[config.mk]
export PLATFORM = sky130hd
export DESIGN_NAME = can_mode_cfg
export DESIGN_NICKNAME = d
export VERILOG_FILES = /design/src/rtl/can_mode_cfg_pkg.sv /design/src/rtl/cfg_regs.sv /design/src/rtl/idle_detect.sv /design/src/rtl/mode_ctrl.sv /design/src/rtl/tx_drive.sv /design/src/rtl/can_mode_cfg.sv
export SDC_FILE = /design/constraint.sdc
export NUM_CORES = 1
export LEC_CHECK = 0
export ABC_CLOCK_PERIOD_IN_PS = 1600
export BUFFER_PORTS_ARGS = -buffer_cell sky130_fd_sc_hd__buf_4
export CORE_ASPECT_RATIO = 0.9
export CORE_MARGIN = 1.5
export CORE_UTILIZATION = 30
export DETAILED_ROUTE_END_ITERATION = 7
export MAX_ROUTING_LAYER = met4
export PLACE_DENSITY_LB_ADDON = 0.1
export SYNTH_ARGS = -nofsm -noshare
export SYNTH_HDL_FRONTEND = slang
export SYNTH_SLANG_ARGS = --single-unit
[constraint.sdc]
create_clock -name clk_i -period 1.6 [get_ports clk_i]
set_clock_uncertainty 0.1 [all_clocks]
set_input_delay 0.24 -clock clk_i [delete_from_list [all_inputs] [get_ports clk_i]]
set_output_delay 0.24 -clock clk_i [all_outputs]
set_load 0.005 [all_outputs]
[src/rtl/can_mode_cfg_pkg.sv]
package can_mode_cfg_pkg;
  localparam int unsigned AW    = 3;
  localparam int unsigned BRP_W = 10;
  localparam int unsigned SEG_W = 10;

  localparam logic [AW-1:0] OFS_CTRL = 3'd0;
  localparam logic [AW-1:0] OFS_STAT = 3'd1;
  localparam logic [AW-1:0] OFS_TIM0 = 3'd2;
  localparam logic [AW-1:0] OFS_TIM1 = 3'd3;
  localparam logic [AW-1:0] OFS_PIN  = 3'd4;

  localparam int unsigned REQ_BIT = 7;
  localparam int unsigned ACK_BIT = 7;

  typedef enum logic [1:0] {
    MODE_OFF  = 2'd0,
    MODE_CFG  = 2'd1,
    MODE_SYNC = 2'd2,
    MODE_ON   = 2'd3
  } mode_e;

  // packed order matches the register layout, lsb first: tseg1, tseg2, sam, sjw
  typedef struct packed {
    logic [1:0] sjw;
    logic       sam;
    logic [2:0] tseg2;
    logic [3:0] tseg1;
  } seg_cfg_t;
endpackage

[src/rtl/cfg_regs.sv]
module cfg_regs
  import can_mode_cfg_pkg::*;
#(
  parameter int unsigned DATA_W = 16
) (
  input  logic              clk_i,
  input  logic              rst_ni,
  input  logic              wr_i,
  input  logic [AW-1:0]     addr_i,
  input  logic [DATA_W-1:0] wdata_i,
  input  logic              cfg_ack_i,
  output logic [DATA_W-1:0] rdata_o,
  output logic              req_o,
  output logic [BRP_W-1:0]  brp_o,
  output seg_cfg_t          seg_o,
  output logic              push_pull_o
);
  logic             req_q, pp_q;
  logic [BRP_W-1:0] brp_q;
  seg_cfg_t         seg_q;
  logic             unused_wdata;

  assign unused_wdata = ^wdata_i;

  always_ff @(posedge clk_i or negedge rst_ni) begin
    if (!rst_ni) begin
      req_q <= 1'b0;
      pp_q  <= 1'b0;
      brp_q <= '0;
      seg_q <= '0;
    end else if (wr_i) begin
      unique case (addr_i)
        OFS_CTRL: req_q <= wdata_i[REQ_BIT];
        OFS_TIM0: if (cfg_ack_i) brp_q <= wdata_i[BRP_W-1:0];
        OFS_TIM1: if (cfg_ack_i) seg_q <= seg_cfg_t'(wdata_i[SEG_W-1:0]);
        OFS_PIN:  pp_q  <= wdata_i[0];
        default: ;
      endcase
    end
  end

  always_comb begin
    rdata_o = '0;
    unique case (addr_i)
      OFS_CTRL: rdata_o[REQ_BIT]     = req_q;
      OFS_STAT: rdata_o[ACK_BIT]     = cfg_ack_i;
      OFS_TIM0: rdata_o[BRP_W-1:0]   = brp_q;
      OFS_TIM1: rdata_o[SEG_W-1:0]   = seg_q;
      OFS_PIN:  rdata_o[0]           = pp_q;
      default: ;
    endcase
  end

  assign req_o       = req_q;
  assign brp_o       = brp_q;
  assign seg_o       = seg_q;
  assign push_pull_o = pp_q;

  a_r4_brp_locked: assert property (@(posedge clk_i) disable iff (!rst_ni)
    !cfg_ack_i |=> $stable(brp_q));
  a_r4_seg_locked: assert property (@(posedge clk_i) disable iff (!rst_ni)
    !cfg_ack_i |=> $stable(seg_q));
endmodule

[src/rtl/idle_detect.sv]
module idle_detect #(
  parameter int unsigned IDLE_BITS = 11
) (
  input  logic clk_i,
  input  logic rst_ni,
  input  logic clr_i,
  input  logic valid_i,
  input  logic bit_i,
  output logic done_o
);
  localparam int unsigned CW = $clog2(IDLE_BITS + 1);
  localparam logic [CW-1:0] LAST = CW'(IDLE_BITS - 1);

  logic [CW-1:0] cnt_q;

  assign done_o = !clr_i && valid_i && bit_i && (cnt_q == LAST);

  always_ff @(posedge clk_i or negedge rst_ni) begin
    if (!rst_ni)            cnt_q <= '0;
    else if (clr_i)         cnt_q <= '0;
    else if (valid_i) begin
      if (!bit_i)           cnt_q <= '0;
      else if (cnt_q != LAST) cnt_q <= cnt_q + 1'b1;
    end
  end

  a_r7_dominant_restart: assert property (@(posedge clk_i) disable iff (!rst_ni)
    (!clr_i && valid_i && !bit_i) |=> (cnt_q == '0));
  a_r7_hold_no_strobe: assert property (@(posedge clk_i) disable iff (!rst_ni)
    (!clr_i && !valid_i) |=> $stable(cnt_q));
  a_r6_cnt_bound: assert property (@(posedge clk_i) disable iff (!rst_ni)
    cnt_q <= LAST);
endmodule

[src/rtl/mode_ctrl.sv]
module mode_ctrl
  import can_mode_cfg_pkg::*;
(
  input  logic clk_i,
  input  logic rst_ni,
  input  logic req_i,
  input  logic bus_idle_i,
  input  logic sync_done_i,
  output logic ack_o,
  output logic bus_on_o,
  output logic sync_clr_o
);
  mode_e state_q, state_d;

  always_comb begin
    state_d = state_q;
    unique case (state_q)
      MODE_CFG:  if (!req_i) state_d = MODE_SYNC;
      MODE_SYNC: if (req_i && bus_idle_i) state_d = MODE_CFG;
                 else if (sync_done_i)    state_d = MODE_ON;
      default:   if (req_i && bus_idle_i) state_d = MODE_CFG;
    endcase
  end

  always_ff @(posedge clk_i or negedge rst_ni) begin
    if (!rst_ni) state_q <= MODE_OFF;
    else         state_q <= state_d;
  end

  assign ack_o      = (state_q == MODE_CFG);
  assign bus_on_o   = (state_q == MODE_ON);
  assign sync_clr_o = (state_q != MODE_SYNC);

  a_r2_wait_idle: assert property (@(posedge clk_i) disable iff (!rst_ni)
    (!ack_o && !bus_idle_i) |=> !ack_o);
  a_r3_release: assert property (@(posedge clk_i) disable iff (!rst_ni)
    (ack_o && !req_i) |=> !ack_o);
  a_r6_off_when_cfg: assert property (@(posedge clk_i) disable iff (!rst_ni)
    ack_o |-> !bus_on_o);
  a_r8_join_from_sync: assert property (@(posedge clk_i) disable iff (!rst_ni)
    $rose(bus_on_o) |-> ($past(state_q) == MODE_SYNC));
endmodule

[src/rtl/tx_drive.sv]
module tx_drive (
  input  logic rst_ni,
  input  logic push_pull_i,
  input  logic bus_on_i,
  input  logic tx_bit_i,
  output logic tx_o,
  output logic tx_oe_o
);
  logic drv_bit;

  // off the bus the node only ever shows recessive
  assign drv_bit = bus_on_i ? tx_bit_i : 1'b1;
  assign tx_o    = drv_bit;
  assign tx_oe_o = push_pull_i | ~drv_bit;

  always_comb begin
    if (rst_ni && !push_pull_i && !bus_on_i)
      a_r9_od_quiet_off_bus: assert (!tx_oe_o);
  end
endmodule

[src/rtl/can_mode_cfg.sv]
module can_mode_cfg
  import can_mode_cfg_pkg::*;
#(
  parameter int unsigned DATA_W    = 16,
  parameter int unsigned IDLE_BITS = 11
) (
  input  logic              clk_i,
  input  logic              rst_ni,
  input  logic              wr_i,
  input  logic [2:0]        addr_i,
  input  logic [DATA_W-1:0] wdata_i,
  output logic [DATA_W-1:0] rdata_o,
  input  logic              rx_bit_i,
  input  logic              rx_valid_i,
  input  logic              bus_idle_i,
  input  logic              tx_bit_i,
  output logic              cfg_mode_o,
  output logic              bus_on_o,
  output logic [9:0]        brp_o,
  output logic [3:0]        tseg1_o,
  output logic [2:0]        tseg2_o,
  output logic              sam_o,
  output logic [1:0]        sjw_o,
  output logic              tx_o,
  output logic              tx_oe_o
);
  logic     req, ack, bus_on, sync_clr, sync_done, pp;
  seg_cfg_t seg;

  cfg_regs #(.DATA_W(DATA_W)) u_regs (
    .clk_i, .rst_ni, .wr_i, .addr_i, .wdata_i,
    .cfg_ack_i(ack), .rdata_o, .req_o(req), .brp_o,
    .seg_o(seg), .push_pull_o(pp)
  );

  mode_ctrl u_mode (
    .clk_i, .rst_ni, .req_i(req), .bus_idle_i,
    .sync_done_i(sync_done), .ack_o(ack), .bus_on_o(bus_on),
    .sync_clr_o(sync_clr)
  );

  idle_detect #(.IDLE_BITS(IDLE_BITS)) u_idle (
    .clk_i, .rst_ni, .clr_i(sync_clr), .valid_i(rx_valid_i),
    .bit_i(rx_bit_i), .done_o(sync_done)
  );

  tx_drive u_tx (
    .rst_ni, .push_pull_i(pp), .bus_on_i(bus_on), .tx_bit_i,
    .tx_o, .tx_oe_o
  );

  assign cfg_mode_o = ack;
  assign bus_on_o   = bus_on;
  assign tseg1_o    = seg.tseg1;
  assign tseg2_o    = seg.tseg2;
  assign sam_o      = seg.sam;
  assign sjw_o      = seg.sjw;
endmodule

**Word level (Yosys, flattened, before mapping)**

Cells that the tools add are included.

- Add/sub/neg operators: 1
- Equality and inequality tests: 13
- Mux-type cells: 14
- Bitwise gates (word level): 2
- Reductions and logical operators: 14

Operator list:

| operator | number |
|---|---|
| 2-to-1 mux 4 bit | 4 |
| one-hot mux 6 bit (2 select lines) | 1 |
| AND reduction 3 bit | 3 |
| 2-to-1 mux 2 bit | 4 |
| one-hot mux 2 bit (2 select lines) | 2 |
| == test 3 x 2 -> 1 bit (second input constant) | 2 |
| AND reduction 2 bit | 3 |
| adder 4 x 1 -> 4 bit (second input constant) | 1 |
| == test 2 bit (second input constant) | 2 |
| == test 4 bit (second input constant) | 1 |
| logical AND 1 bit | 4 |
| inequality test 2 bit (second input constant) | 2 |
| inequality test 4 bit (second input constant) | 1 |
| one-hot mux 1 bit (4 select lines) | 1 |
| == test 3 x 1 -> 1 bit (second input constant) | 1 |
| == test 3 bit (second input constant) | 1 |
| zero test 3 bit | 1 |
| inequality test 3 x 1 -> 1 bit (second input constant) | 1 |
| inequality test 3 x 2 -> 1 bit (second input constant) | 1 |
| one-hot mux 1 bit (3 select lines) | 1 |
| nonzero test 3 bit | 1 |
| == test 2 x 1 -> 1 bit (second input constant) | 1 |
| nonzero test 2 bit | 1 |
| zero test 1 bit | 1 |
| other kinds (3) | 3 |

- Register bits after elaboration: 28
- Input port bits: 26
- Output and inout bits: 40

**Depth between registers and ports, before layout**

Gate-level depths: netlist of run 1.

- Word-level depth: 8
- Mapped depth: 6
- Gate-level depth less buffers: 6

**Cells and area by module**

Synthesis of run 1 repeated with hierarchy kept, for this count alone.

- Cell total of the unflattened synthesis: 135
- Area, all modules: 1,581.5 um^2

Modules (own cells, without submodules):

| module | instances | cells an instance | area each (um^2) | sequential area each (um^2) |
|---|---|---|---|---|
| cfg_regs | 1 | 84 | 1,096.1 | 550.5 |
| idle_detect | 1 | 29 | 260.2 | 100.1 |
| mode_ctrl | 1 | 20 | 202.7 | 50.0 |
| tx_drive | 1 | 2 | 22.5 | 0.0 |

**Worst setup path before layout of run 1**

OpenSTA, ideal clock, no wires.

- Kind: register -> register
- Start: register u_mode.state_q[1]
- End: register u_regs.brp_q[0] (netlist: u_regs.brp_o[0])
- Data arrival time: 1.544 ns
- Setup slack: -0.169 ns
- Cell stages (with the launch flop): 6
- Period minus slack after synthesis: 1.769 ns
- Path through: dfrtp_1 -> inv_1 -> ha_1 -> nand2_1 -> nor3_4 -> mux2_2

- Longest elaborated chain between the ends: 2

Ends and longest elaborated chain:

| item | RTL line | source |
|---|---|---|
| start: declaration | mode_ctrl.sv:13 | `mode_e state_q, state_d;` |
| start signal: assignment | mode_ctrl.sv:27 | `else state_q <= state_d;` |
| == test 2 x 1 -> 1 bit | mode_ctrl.sv:30 | `assign ack_o = (state_q == MODE_CFG);` |
| named net cfg_mode_o | can_mode_cfg.sv:17 | `output logic cfg_mode_o,` |
| AND reduction 3 bit (no source line) | -- |  |
| end signal: assignment | cfg_regs.sv:34 | `OFS_TIM0: if (cfg_ack_i) brp_q <= wdata_i[BRP_W-1:0];` |
| end: declaration | cfg_regs.sv:19 | `logic [BRP_W-1:0] brp_q;` |

The timed path passes the listed nets, and every way through them passes these cells.
A chain may end at the register's enable or synchronous reset.

**Worst setup path after layout of run 1**

- Start: register u_mode.state_q[0]
- End: output rdata_o[7]

- Longest elaborated chain between the ends: 2

Ends and longest elaborated chain:

| item | RTL line | source |
|---|---|---|
| == test 2 x 1 -> 1 bit | mode_ctrl.sv:30 |  |
| one-hot mux 1 bit (4 select lines) | cfg_regs.sv:44 | `unique case (addr_i)` |
| end: declaration | can_mode_cfg.sv:12 | `output logic [DATA_W-1:0] rdata_o,` |

Every way passes these cells.

==> results.py, run 1 <==
metrics = {
    "run_status": {
        "status": "complete, but fails checks",
        "violations": "negative setup slack",
    },
    "worst_setup_path": {
        "worst_ep_required_time_ps": 1260,
        "crit_path_max_incr_delay_ps": 440,
        "rr_endpoint": "u_regs.seg_o[7]$_DFFE_PN0P_",
        "path_max_fanout": 2,
        "regToRegSetupSlack_ps": -110,
        "startpoint_type": "flip-flop",
        "worst_setup_path_end_kind": "output pin",
        "critical_path_class": "reg -> out",
        "cp.arrival_ps": 1560,
        "cp_top_family": "multiplexers",
        "timing.critical_path.buf_inv": 1,
        "worstPathCellList": "ha_4, mux4_2, nor2b_4, buf_6",
        "r2r-start": "u_mode.state_q[1]$_DFFE_PN0P_",
        "worst_r2r_path_depth": 8,
        "cpMaxStageDelayCell": "mux4_2",
    },
    "sta": {
        "period_minus_slack_ps": 1897,
        "hold_viol": 0,
        "rsz0062_at_grt": "true",
        "setup_ws_ps": -296.5,
        "fmax_mhz": 527.3,
        "tns_ps": -1661,
        "setup_viol": 24,
        "post-route-period-util": 1.185,
        "slew_viol_final": 0,
    },
    "logic_synthesis": {
        "synth_top_area_share": 0.4575,
        "syn_avg_cell_area_um2": 11.96,
        "yosysUniqueCellTypes": 33,
        "ys_ff_latch": 28,
        "ys.warnings.count": 0,
        "netlist_area_um2": 1531,
        "synth_edf_count": 0,
        "yosysTopAreaCell": "dfrtp_1",
        "synthCells": 128,
        "ys_seq_area_frac": 0.4575,
        "synth_ff_type": "dfrtp_1",
        "synth_area_leaders": "dfrtp_1 (46%), mux2_2 (16%), mux2i_1 (6.5%)",
        "async_reset_ff_frac": 1.000,
    },
    "floorplanning": {
        "die_h_um": 70.78,
        "core-area_um2": 4865,
        "pin_count": 66,
        "start_util": 0.3148,
        "placementRows": 24,
        "die_x_um": 78.32,
        "die-area_um2": 5543,
    },
    "global_routing": {
        "grt_antenna_before_repair": 0,
        "grt_max_degree": 29,
        "grtUsageTotal": 0.1391,
        "grt_remaining_overflow": 0,
        "grt_pass1_vias": 1248,
        "grt_pass1_wl_mm": 6.009,
    },
    "detailed_routing": {
        "drtIter0Drc": 47,
        "first_pass_iters": 4,
        "via_per_inst": 4.640,
        "drt_wl_total_mm": 3.721,
        "antenna_left": 0,
        "drc": 0,
        "vias": 1262,
        "wl_per_cell_um": 13.68,
    },
    "final_layout": {
        "layout_common_cells": "buf_4 (71), dfrtp_1 (28), mux2_2 (19), mux2i_1 (10), nor2_1 (10)",
        "synthToLayoutAreaGrowth_pct": 55.39,
        "post-route-util": 0.4892,
        "n_antenna_cell": 0,
        "fin_nets": 240,
        "layout_commonest_cell": "buf_4",
        "num-fill-cells": 467,
        "drive_gt1_frac": 0.6039,
    },
    "power_and_ir_drop": {
        "fin_total_pwr_mw": 3.500,
        "total_leakage_power_nw": 1.193,
        "power.density_nw_per_um2": 1471,
        "irDropWorstVdd_v": 0.0006103,
    },
    "min_path": {
        "hold_end": "u_idle.cnt_q[2]$_DFFE_PN0P_",
        "hold_start": "rx_valid_i",
        "worstHoldPathType": "in -> reg",
        "hold_depth": 2,
    },
    "cts": {
        "cts_buffer_depth": 2,
        "cts_sinks": 28,
        "numCtsBuffers": 3,
        "cts_tree": "done",
        "clockRootBuffer": "clkbuf_8",
        "htreeDepth": 1,
        "cts.clk_slew.worst_paths_ps": 100,
        "clkLatencyLatePin_ps": 270,
    },
    "place": {
        "gp_congestion": 0.7964,
        "port_buffers": 53,
        "place_hpwl_mm": 2.698,
    },
    "flow_run": {
        "maxCapViolCount": 0,
    },
}
-- per-stage QoR --
| step | std cells | hold WS [ps] | instance area [um2] | worst slack [ps] |
|---|---|---|---|---|
| floorplan | 133 | -155.6 | 1574 | -80.31 |
| global placement | 260 | 84.78 | 2117 | -89.59 |
| detailed placement | 260 | 91.32 | 2117 | -157.9 |
| CTS | 267 | 72.34 | 2277 | -310.2 |
| global route | 272 | 83.56 | 2380 | -366.2 |
| finish | 272 | 85.71 | 2380 | -296.5 |
-- cell usage after synthesis, types with 2 or more instances --
cell and count:
nor2_1 10, buf_4 7, inv_1 5, mux2i_1 10, o21ai_0 3, a21oi_1 3
nand3_1 3, nor3_1 3, ha_1 6, dfrtp_1 28, nand2b_1 2, nand2_1 6
mux2_2 22
-- power by group --
| part | leakage, nW | switching (mW) | internal, mW |
|---|---|---|---|
| clock | 0.0357 | 0.229 | 0.335 |
| combinational | 0.805 | 0.625 | 1.08 |
| sequential | 0.352 | 0.231 | 0.999 |
| total | 1.19 | 1.08 | 2.41 |
-- worst register-to-register path, stage by stage (launching register included) --
cell and delay (ps):
dfrtp_1 410, inv_2 80, ha_4 130, buf_4 130
nand2_4 60, buf_4 130, nor2_4 150, nand2_4 110
mux2_4 320
-- area by class of cell --
type / count / area (um2) / area share
multi-input cells: 93 / 908.4 / 0.3817
well taps: 65 / 81.33 / 0.03417
flip-flops and latches: 28 / 700.7 / 0.2944
clock inverters: 1 / 30.03 / 0.01262
inverters: 5 / 18.77 / 0.007886
clock buffers: 3 / 41.29 / 0.01735
repair buffers: 77 / 599.3 / 0.2518
-- logic make-up after synthesis --
| family | count (synthesis) | synth area share |
|---|---|---|
| and+or+nand+nor | 34 | 0.1364 |
| muxes | 33 | 0.2443 |
| DFF | 28 | 0.4575 |
| AOI/OAI and AO/OA | 12 | 0.05066 |
| other | 1 | 0.002449 |
| xor gates and xnor gates | 1 | 0.005720 |
| adders and majority gates | 6 | 0.04902 |
| buffers and inverters | 13 | 0.05392 |
-- what timing repair did --
item / in CTS / in global routing
gates cloned: 0 / 1
hold endpoints to repair: 28 / 0
hold buffers: 1 / 0
setup buffers: 2 / 4
pin swaps: 6 / 9
resized for setup: 16 / 15
endpoints found under the setup margin: 13 / 29
-- flip-flops by register name (all words and copies together) (netlist names) --
signal              cells
u_regs.brp_o           10
u_idle.cnt_q            4
u_regs.push_pull_o      1
u_regs.seg_o           10
u_mode.state_q          2
u_regs.req_o            1
-- layer usage --
metal / track usage / part of all wire / vias to the layer above
met3: 0.01935 / 0.043 / 4
met5: - / 0 / -
met4: 0.02976 / 0.0078 / 0
li1: - / - / 603
met1: 0.1906 / 0.48 / 615
met2: 0.2203 / 0.47 / 40
-- how the worst max path moves through the flow --
stage                                       start                             to  slack [ps]  cells after the start
floorplan           u_mode.state_q[1]$_DFFE_PN0P_    u_regs.brp_o[0]$_DFFE_PN0P_         -80                      5
global placement    u_mode.state_q[0]$_DFFE_PN0P_                     rdata_o[7]         -90                      4
detailed placement  u_mode.state_q[0]$_DFFE_PN0P_  u_mode.state_q[0]$_DFFE_PN0P_        -160                      7
CTS                 u_mode.state_q[1]$_DFFE_PN0P_                     rdata_o[7]        -310                      5
global route        u_mode.state_q[1]$_DFFE_PN0P_                     rdata_o[7]        -370                      5
finish              u_mode.state_q[0]$_DFFE_PN0P_                     rdata_o[7]        -300                      4
Power figures use the tool's default switching activity.
==> inputs of run 2 (changes only) <==
--- a/config.mk
+++ b/config.mk
@@ -7,7 +7,9 @@
 export LEC_CHECK = 0
 export ABC_CLOCK_PERIOD_IN_PS = 1600
 export BUFFER_PORTS_ARGS = -buffer_cell sky130_fd_sc_hd__buf_4
-export CORE_ASPECT_RATIO = 0.9
+export CELL_PAD_IN_SITES_DETAIL_PLACEMENT = 0
+export CELL_PAD_IN_SITES_GLOBAL_PLACEMENT = 1
+export CORE_ASPECT_RATIO = 1.4
 export CORE_MARGIN = 1.5
 export CORE_UTILIZATION = 30
 export DETAILED_ROUTE_END_ITERATION = 7
==> run 2 against run 1 <==
Against the previous run:
- the flow still finishes with violations (negative setup slack)
- critical path depth unchanged
- final cell count up 0.74%
- total power up 0.42%
- worst hold slack worse by 3.9 ps
- global-route usage up 0.53 points
- combinational power about the same
- clock power down 2%
- sequential share of layout area down 0.32 points
- die area up 0.10%
- routed wire length up 5.8%
- non-clock buffer count up 3
- via count up 0.16%
==> results.py, run 2 (synthesized netlist as in run 1, its figures left out) <==
metrics = {
    "sta": {
        "rsz0062_at_grt": "true",
        "fmax_mhz": 529.3,
        "setup_viol": 16,
        "whs_ps": 81.85,
        "slew_viol_final": 0,
        "hold_viol": 0,
        "post-route-period-util": 1.181,
        "period_minus_slack_ps": 1889,
        "tns_ps": -1337,
        "setup_ws_ps": -289.2,
    },
    "cts": {
        "htreeDepth": 1,
        "cts_sinks": 28,
        "cts_buffer_depth": 2,
        "numCtsBuffers": 3,
        "clkLatencyLatePin_ps": 270,
        "clockRootBuffer": "clkbuf_8",
        "cts.clk_slew.worst_paths_ps": 100,
        "cts_tree": "done",
    },
    "worst_setup_path": {
        "worst_setup_path_end_kind": "output pin",
        "crit_path_max_incr_delay_ps": 440,
        "path_max_fanout": 2,
        "timing.critical_path.buf_inv": 1,
        "startpoint_type": "flip-flop",
        "worstPathCellList": "ha_4, mux4_2, nor2b_4, buf_6",
        "cp.arrival_ps": 1550,
        "cp_top_family": "multiplexers",
        "cpMaxStageDelayCell": "mux4_2",
        "worst_ep_required_time_ps": 1260,
        "critical_path_class": "reg -> out",
    },
    "final_layout": {
        "fin_nets": 243,
        "drive_gt1_frac": 0.6190,
        "layout_common_cells": "buf_4 (72), dfrtp_1 (28), mux2_2 (20), mux2i_1 (10), nor2_1 (10)",
        "layout_commonest_cell": "buf_4",
        "num-fill-cells": 486,
        "synthToLayoutAreaGrowth_pct": 57.11,
        "n_antenna_cell": 0,
    },
    "power_and_ir_drop": {
        "power.switching_mw": 1.084,
        "pwr-share-comb": 0.493,
        "switching_share": 0.3086,
        "pwr-share-seq": 0.349,
        "p_clk_frac": 0.158,
        "intPower_mw": 2.430,
        "total_leakage_power_nw": 1.198,
        "irDropWorstVdd_v": 0.0006536,
        "power.density_nw_per_um2": 1461,
    },
    "detailed_routing": {
        "via_per_inst": 4.613,
        "antenna_left": 0,
        "first_pass_iters": 3,
        "drt_wl_total_mm": 3.937,
        "drc": 0,
        "vias": 1264,
        "drtIter0Drc": 39,
        "wl_per_cell_um": 14.37,
    },
    "floorplanning": {
        "die_h_um": 87.54,
        "pin_count": 66,
        "placementRows": 30,
        "die-area_um2": 5549,
        "die_x_um": 63.39,
        "core-area_um2": 4880,
        "start_util": 0.3138,
    },
    "place": {
        "place_hpwl_mm": 2.781,
        "gp_congestion": 0.7175,
        "port_buffers": 53,
    },
    "global_routing": {
        "grt_antenna_before_repair": 0,
        "grt_max_degree": 29,
        "grtUsageTotal": 0.1444,
        "grt_remaining_overflow": 0,
        "grt_pass1_vias": 1306,
        "grt_pass1_wl_mm": 6.147,
    },
    "run_status": {
        "violations": "negative setup slack",
        "status": "complete, but fails checks",
    },
    "flow_run": {
        "maxCapViolCount": 0,
    },
    "min_path": {
        "worstHoldPathType": "in -> reg",
    },
}
==> run 2: cell types whose count changed in the layout (fill, tap and decap cells not counted), moves of 2 or more <==
cell	delta
nor3_4	-2
inv_4	+2
nor3_2	+2
buf_6	+2
==> run 2: final cells by class <==
| type | count | area (um2) | area share |
|---|---|---|---|
| inverters | 5 | 23.77 | 0.009880 |
| repair buffers | 80 | 629.4 | 0.2616 |
| multi-input cells | 93 | 900.9 | 0.3744 |
| well taps | 64 | 80.08 | 0.03328 |
| flip-flops and latches | 28 | 700.7 | 0.2912 |
| clock buffers | 3 | 41.29 | 0.01716 |
| clock inverters | 1 | 30.03 | 0.01248 |
==> run 2: final timing paths <==
check	from	to	slack [ps]	depth (start not counted)
worst max-delay path	u_mode.state_q[0]$_DFFE_PN0P_	rdata_o[7]	-290	4
worst min-delay path	rx_valid_i	u_idle.cnt_q[2]$_DFFE_PN0P_	80	2
worst max register to register	u_mode.state_q[1]$_DFFE_PN0P_	u_regs.brp_o[6]$_DFFE_PN0P_	-60	7
worst min register to register	u_regs.seg_o[8]$_DFFE_PN0P_	u_regs.seg_o[8]$_DFFE_PN0P_	450	1
max in group asynchronous	rst_ni	u_regs.req_o$_DFFE_PN0P_	810	2
min in group asynchronous	rst_ni	u_regs.brp_o[1]$_DFFE_PN0P_	320	2
==> run 2: power groups by stage <==
stage | Sequential (mW) | Combinational, mW | Clock (mW)
after CTS | 1.23 | 1.68 | 0.583
after floorplan | 1.23 | 0.623 | 0
after detailed placement | 1.25 | 1.46 | 0
after global routing | 1.26 | 1.89 | 0.612
final | 1.23 | 1.73 | 0.555
after global placement | 1.22 | 1.43 | 0
==> run 2: worst register-to-register path: stages (launching register included) <==
cell and delay (ps):
dfrtp_1 400, inv_2 90, ha_4 140, buf_4 120
nand2_4 60, nor3_4 150, buf_6 160, mux2_2 330
==> run 2: per-layer routing <==
metal / track usage / vias up / part of all wire
li1: - / 600 / -
met1: 0.1698 / 627 / 0.40
met2: 0.2545 / 35 / 0.56
met3: 0.02185 / 2 / 0.039
met4: 0.04348 / 0 / 0.0058
met5: - / - / 0
==> run 2: stage by stage <==
step                        util  power, mW  area [um2]  std cells  setup WS [ps]
final                     0.4931      3.514        2406        274         -289.2
after floorplan                -      1.858        1574        133         -80.31
after global placement    0.4336      2.648        2116        259         -84.27
after global routing      0.4931      3.763        2406        274         -327.0
after CTS                 0.4749      3.485        2317        269         -298.9
after detailed placement  0.4336      2.708        2116        259         -111.9
==> run 2: repair_timing <==
action	in CTS	in global routing
hold buffers	1	0
cloned	0	1
pin swaps	5	11
hold endpoints to repair	28	0
setup buffers	5	5
resized for setup	20	14
setup endpoints to repair	17	28
==> inputs of run 3 (changes only) <==
--- a/config.mk
+++ b/config.mk
@@ -5,12 +5,11 @@
 export SDC_FILE = /design/constraint.sdc
 export NUM_CORES = 1
 export LEC_CHECK = 0
-export ABC_CLOCK_PERIOD_IN_PS = 1600
+export ABC_CLOCK_PERIOD_IN_PS = 2400
 export BUFFER_PORTS_ARGS = -buffer_cell sky130_fd_sc_hd__buf_4
 export CELL_PAD_IN_SITES_DETAIL_PLACEMENT = 0
 export CELL_PAD_IN_SITES_GLOBAL_PLACEMENT = 1
 export CORE_ASPECT_RATIO = 1.4
-export CORE_MARGIN = 1.5
 export CORE_UTILIZATION = 30
 export DETAILED_ROUTE_END_ITERATION = 7
 export MAX_ROUTING_LAYER = met4
==> constraint.sdc (replaced) <==
create_clock -name clk_i -period 2.4 [get_ports clk_i]
set_clock_uncertainty 0.1 [all_clocks]
set_input_delay 0.36 -clock clk_i [delete_from_list [all_inputs] [get_ports clk_i]]
set_output_delay 0.36 -clock clk_i [all_outputs]
set_load 0.005 [all_outputs]
==> run 3 against run 2 <==
Against the previous run:
- the run now ends clean
- sequential cell count stayed put
- total power decreased by 43%
- die area decreased by 2.7%
- highest routed layer unchanged
==> results.py, run 3 (synthesized netlist as in run 1, its figures left out) <==
metrics = {
    "run_status": {
        "status": "complete, no violations",
    },
    "worst_setup_path": {
        "critical_path_class": "reg -> out",
        "worst_setup_path_end_kind": "output pin",
        "worst_r2r_path_depth": 6,
        "cp.arrival_ps": 1810,
        "rr_endpoint": "u_regs.brp_o[9]$_DFFE_PN0P_",
        "path_max_fanout": 7,
        "worstPathCellList": "inv_1, ha_1, mux4_1, nor2b_1, buf_4",
        "endpoint": "rdata_o[7]",
        "worst_ep_required_time_ps": 1940,
        "critPathLaunch": "u_mode.state_q[1]$_DFFE_PN0P_",
        "regToRegSetupSlack_ps": 460,
        "startpoint_type": "flip-flop",
        "cpMaxStageDelayCell": "mux4_1",
        "r2r-start": "u_mode.state_q[1]$_DFFE_PN0P_",
        "crit_path_max_incr_delay_ps": 510,
    },
    "global_routing": {
        "grtUsageTotal": 0.1323,
        "grt_max_degree": 29,
        "grt_remaining_overflow": 0,
        "grt_pass1_wl_mm": 5.506,
        "grt_antenna_before_repair": 0,
        "grt_pass1_vias": 1179,
    },
    "power_and_ir_drop": {
        "power.switching_mw": 0.6066,
        "irDropWorstVdd_v": 0.0003882,
        "p_clk_frac": 0.183,
        "switching_share": 0.3008,
        "pwr-share-seq": 0.409,
        "fin_total_pwr_mw": 2.017,
        "power.density_nw_per_um2": 976.2,
        "intPower_mw": 1.410,
        "total_leakage_power_nw": 1.042,
        "pwr-share-comb": 0.408,
    },
    "cts": {
        "htreeDepth": 1,
        "cts_resized": 0,
        "post_cts_buffers": 0,
        "cts_sinks": 28,
        "clkLatencyLatePin_ps": 270,
        "cts_buffer_depth": 2,
        "cts.clk_slew.worst_paths_ps": 100,
        "numCtsBuffers": 3,
        "clockRootBuffer": "clkbuf_8",
        "cts_tree": "done",
    },
    "sta": {
        "tns_ps": 0,
        "slew_viol_final": 0,
        "fmax_mhz": 440.1,
        "hold_viol": 0,
        "rsz0062_at_grt": "false",
        "post-route-period-util": 0.9468,
        "setup_viol": 0,
        "period_minus_slack_ps": 2272,
    },
    "floorplanning": {
        "pin_count": 66,
        "start_util": 0.3138,
        "die_h_um": 86.54,
        "die_x_um": 62.39,
        "core-area_um2": 4880,
        "placementRows": 30,
        "die-area_um2": 5399,
    },
    "final_layout": {
        "drive_gt1_frac": 0.4620,
        "n_antenna_cell": 0,
        "layout_commonest_cell": "buf_4",
        "synthToLayoutAreaGrowth_pct": 34.89,
        "final_cells": 248,
        "fin_nets": 217,
        "layout_common_cells": "buf_4 (53), dfrtp_1 (28), mux2_2 (22), mux2i_1 (10), nor2_1 (10)",
    },
    "detailed_routing": {
        "drt_wl_total_mm": 3.369,
        "drc": 0,
        "vias": 1152,
        "wl_per_cell_um": 13.58,
        "antenna_left": 0,
        "first_pass_iters": 4,
        "via_per_inst": 4.645,
        "drtIter0Drc": 13,
    },
    "place": {
        "port_buffers": 53,
        "place_hpwl_mm": 2.567,
        "placed_cells": 243,
        "gp_congestion": 0.7548,
    },
    "flow_run": {
        "maxCapViolCount": 0,
    },
    "min_path": {
        "worstHoldPathType": "in -> reg",
    },
}
==> run 3: changes by cell type in the layout (fill, tap and decap cells not counted), moves of 2 or more <==
| cell | change |
|---|---|
| buf_4 | -19 |
| buf_6 | -7 |
| ha_1 | +4 |
| ha_4 | -4 |
| inv_1 | +4 |
| inv_2 | -2 |
| inv_4 | -2 |
| mux2_2 | +2 |
| mux2_4 | -2 |
| nand2_4 | -2 |
| nor3_1 | +2 |
| nor3_2 | -2 |
==> run 3: cell type report <==
type	instances	area (um2)
sequential	28	700.7
clock inverter	1	30.03
fill	505	2814
inverter	5	18.77
timing repair buffer	55	427.9
tap	64	80.08
clock buffer	3	41.29
multi-input combinational	92	767.0
==> run 3: stage by stage <==
stage	instance area, um2	setup WS, ps	hold WS [ps]	util
6_report	2066	127.6	201.6	0.4233
2_1_floorplan	1550	630.8	-35.59	-
3_3_place_gp	1984	456.6	204.0	0.4067
5_1_grt	2066	8.206	197.1	0.4233
4_1_cts	2066	100.9	195.8	0.4233
3_5_place_dp	1984	416.6	206.3	0.4067
==> run 3: repair_timing <==
| item | in CTS | in global routing |
|---|---|---|
| setup endpoints to repair | 0 | 0 |
| endpoints found under the hold margin | 28 | 0 |
| hold buffers | 1 | 0 |
==> run 3: power by group through the flow <==
| stage | Combinational [mW] | Sequential [mW] | Clock [mW] |
|---|---|---|---|
| floorplan | 0.387 | 0.818 | 0 |
| global placement | 0.821 | 0.820 | 0 |
| detailed placement | 0.836 | 0.837 | 0 |
| global route | 0.904 | 0.852 | 0.405 |
| CTS | 0.838 | 0.825 | 0.386 |
| finish | 0.822 | 0.825 | 0.370 |
==> run 3: worst min-delay path by stage <==
stage	to	startpoint	slack, ps	cells past startpoint
final	u_idle.cnt_q[2]$_DFFE_PN0P_	rx_valid_i	200	2
after CTS	u_idle.cnt_q[2]$_DFFE_PN0P_	rx_valid_i	200	2
after global placement	u_regs.seg_o[5]$_DFFE_PN0P_	rst_ni	200	1
after floorplan	u_idle.cnt_q[0]$_DFFE_PN0P_	rst_ni	-40	0
after global routing	u_idle.cnt_q[2]$_DFFE_PN0P_	rx_valid_i	200	2
after detailed placement	u_regs.seg_o[5]$_DFFE_PN0P_	rst_ni	210	1
==> run 3: layer usage <==
layer  GRT usage  part of all wire  up-vias
met1      0.1419              0.40      563
li1            -                 -      553
met2      0.2517              0.55       34
met3     0.01974             0.043        2
met5           -                 0        -
met4     0.03594            0.0059        0
==> run 3: worst max-delay path, delay by kind of cell, from the launching register on <==
kind / cells / cell delay [ps]
buffers and inverters: 2 / 210
and+or+nand+nor: 1 / 140
DFF: 1 / 410
adders and majority gates: 1 / 260
muxes: 1 / 510
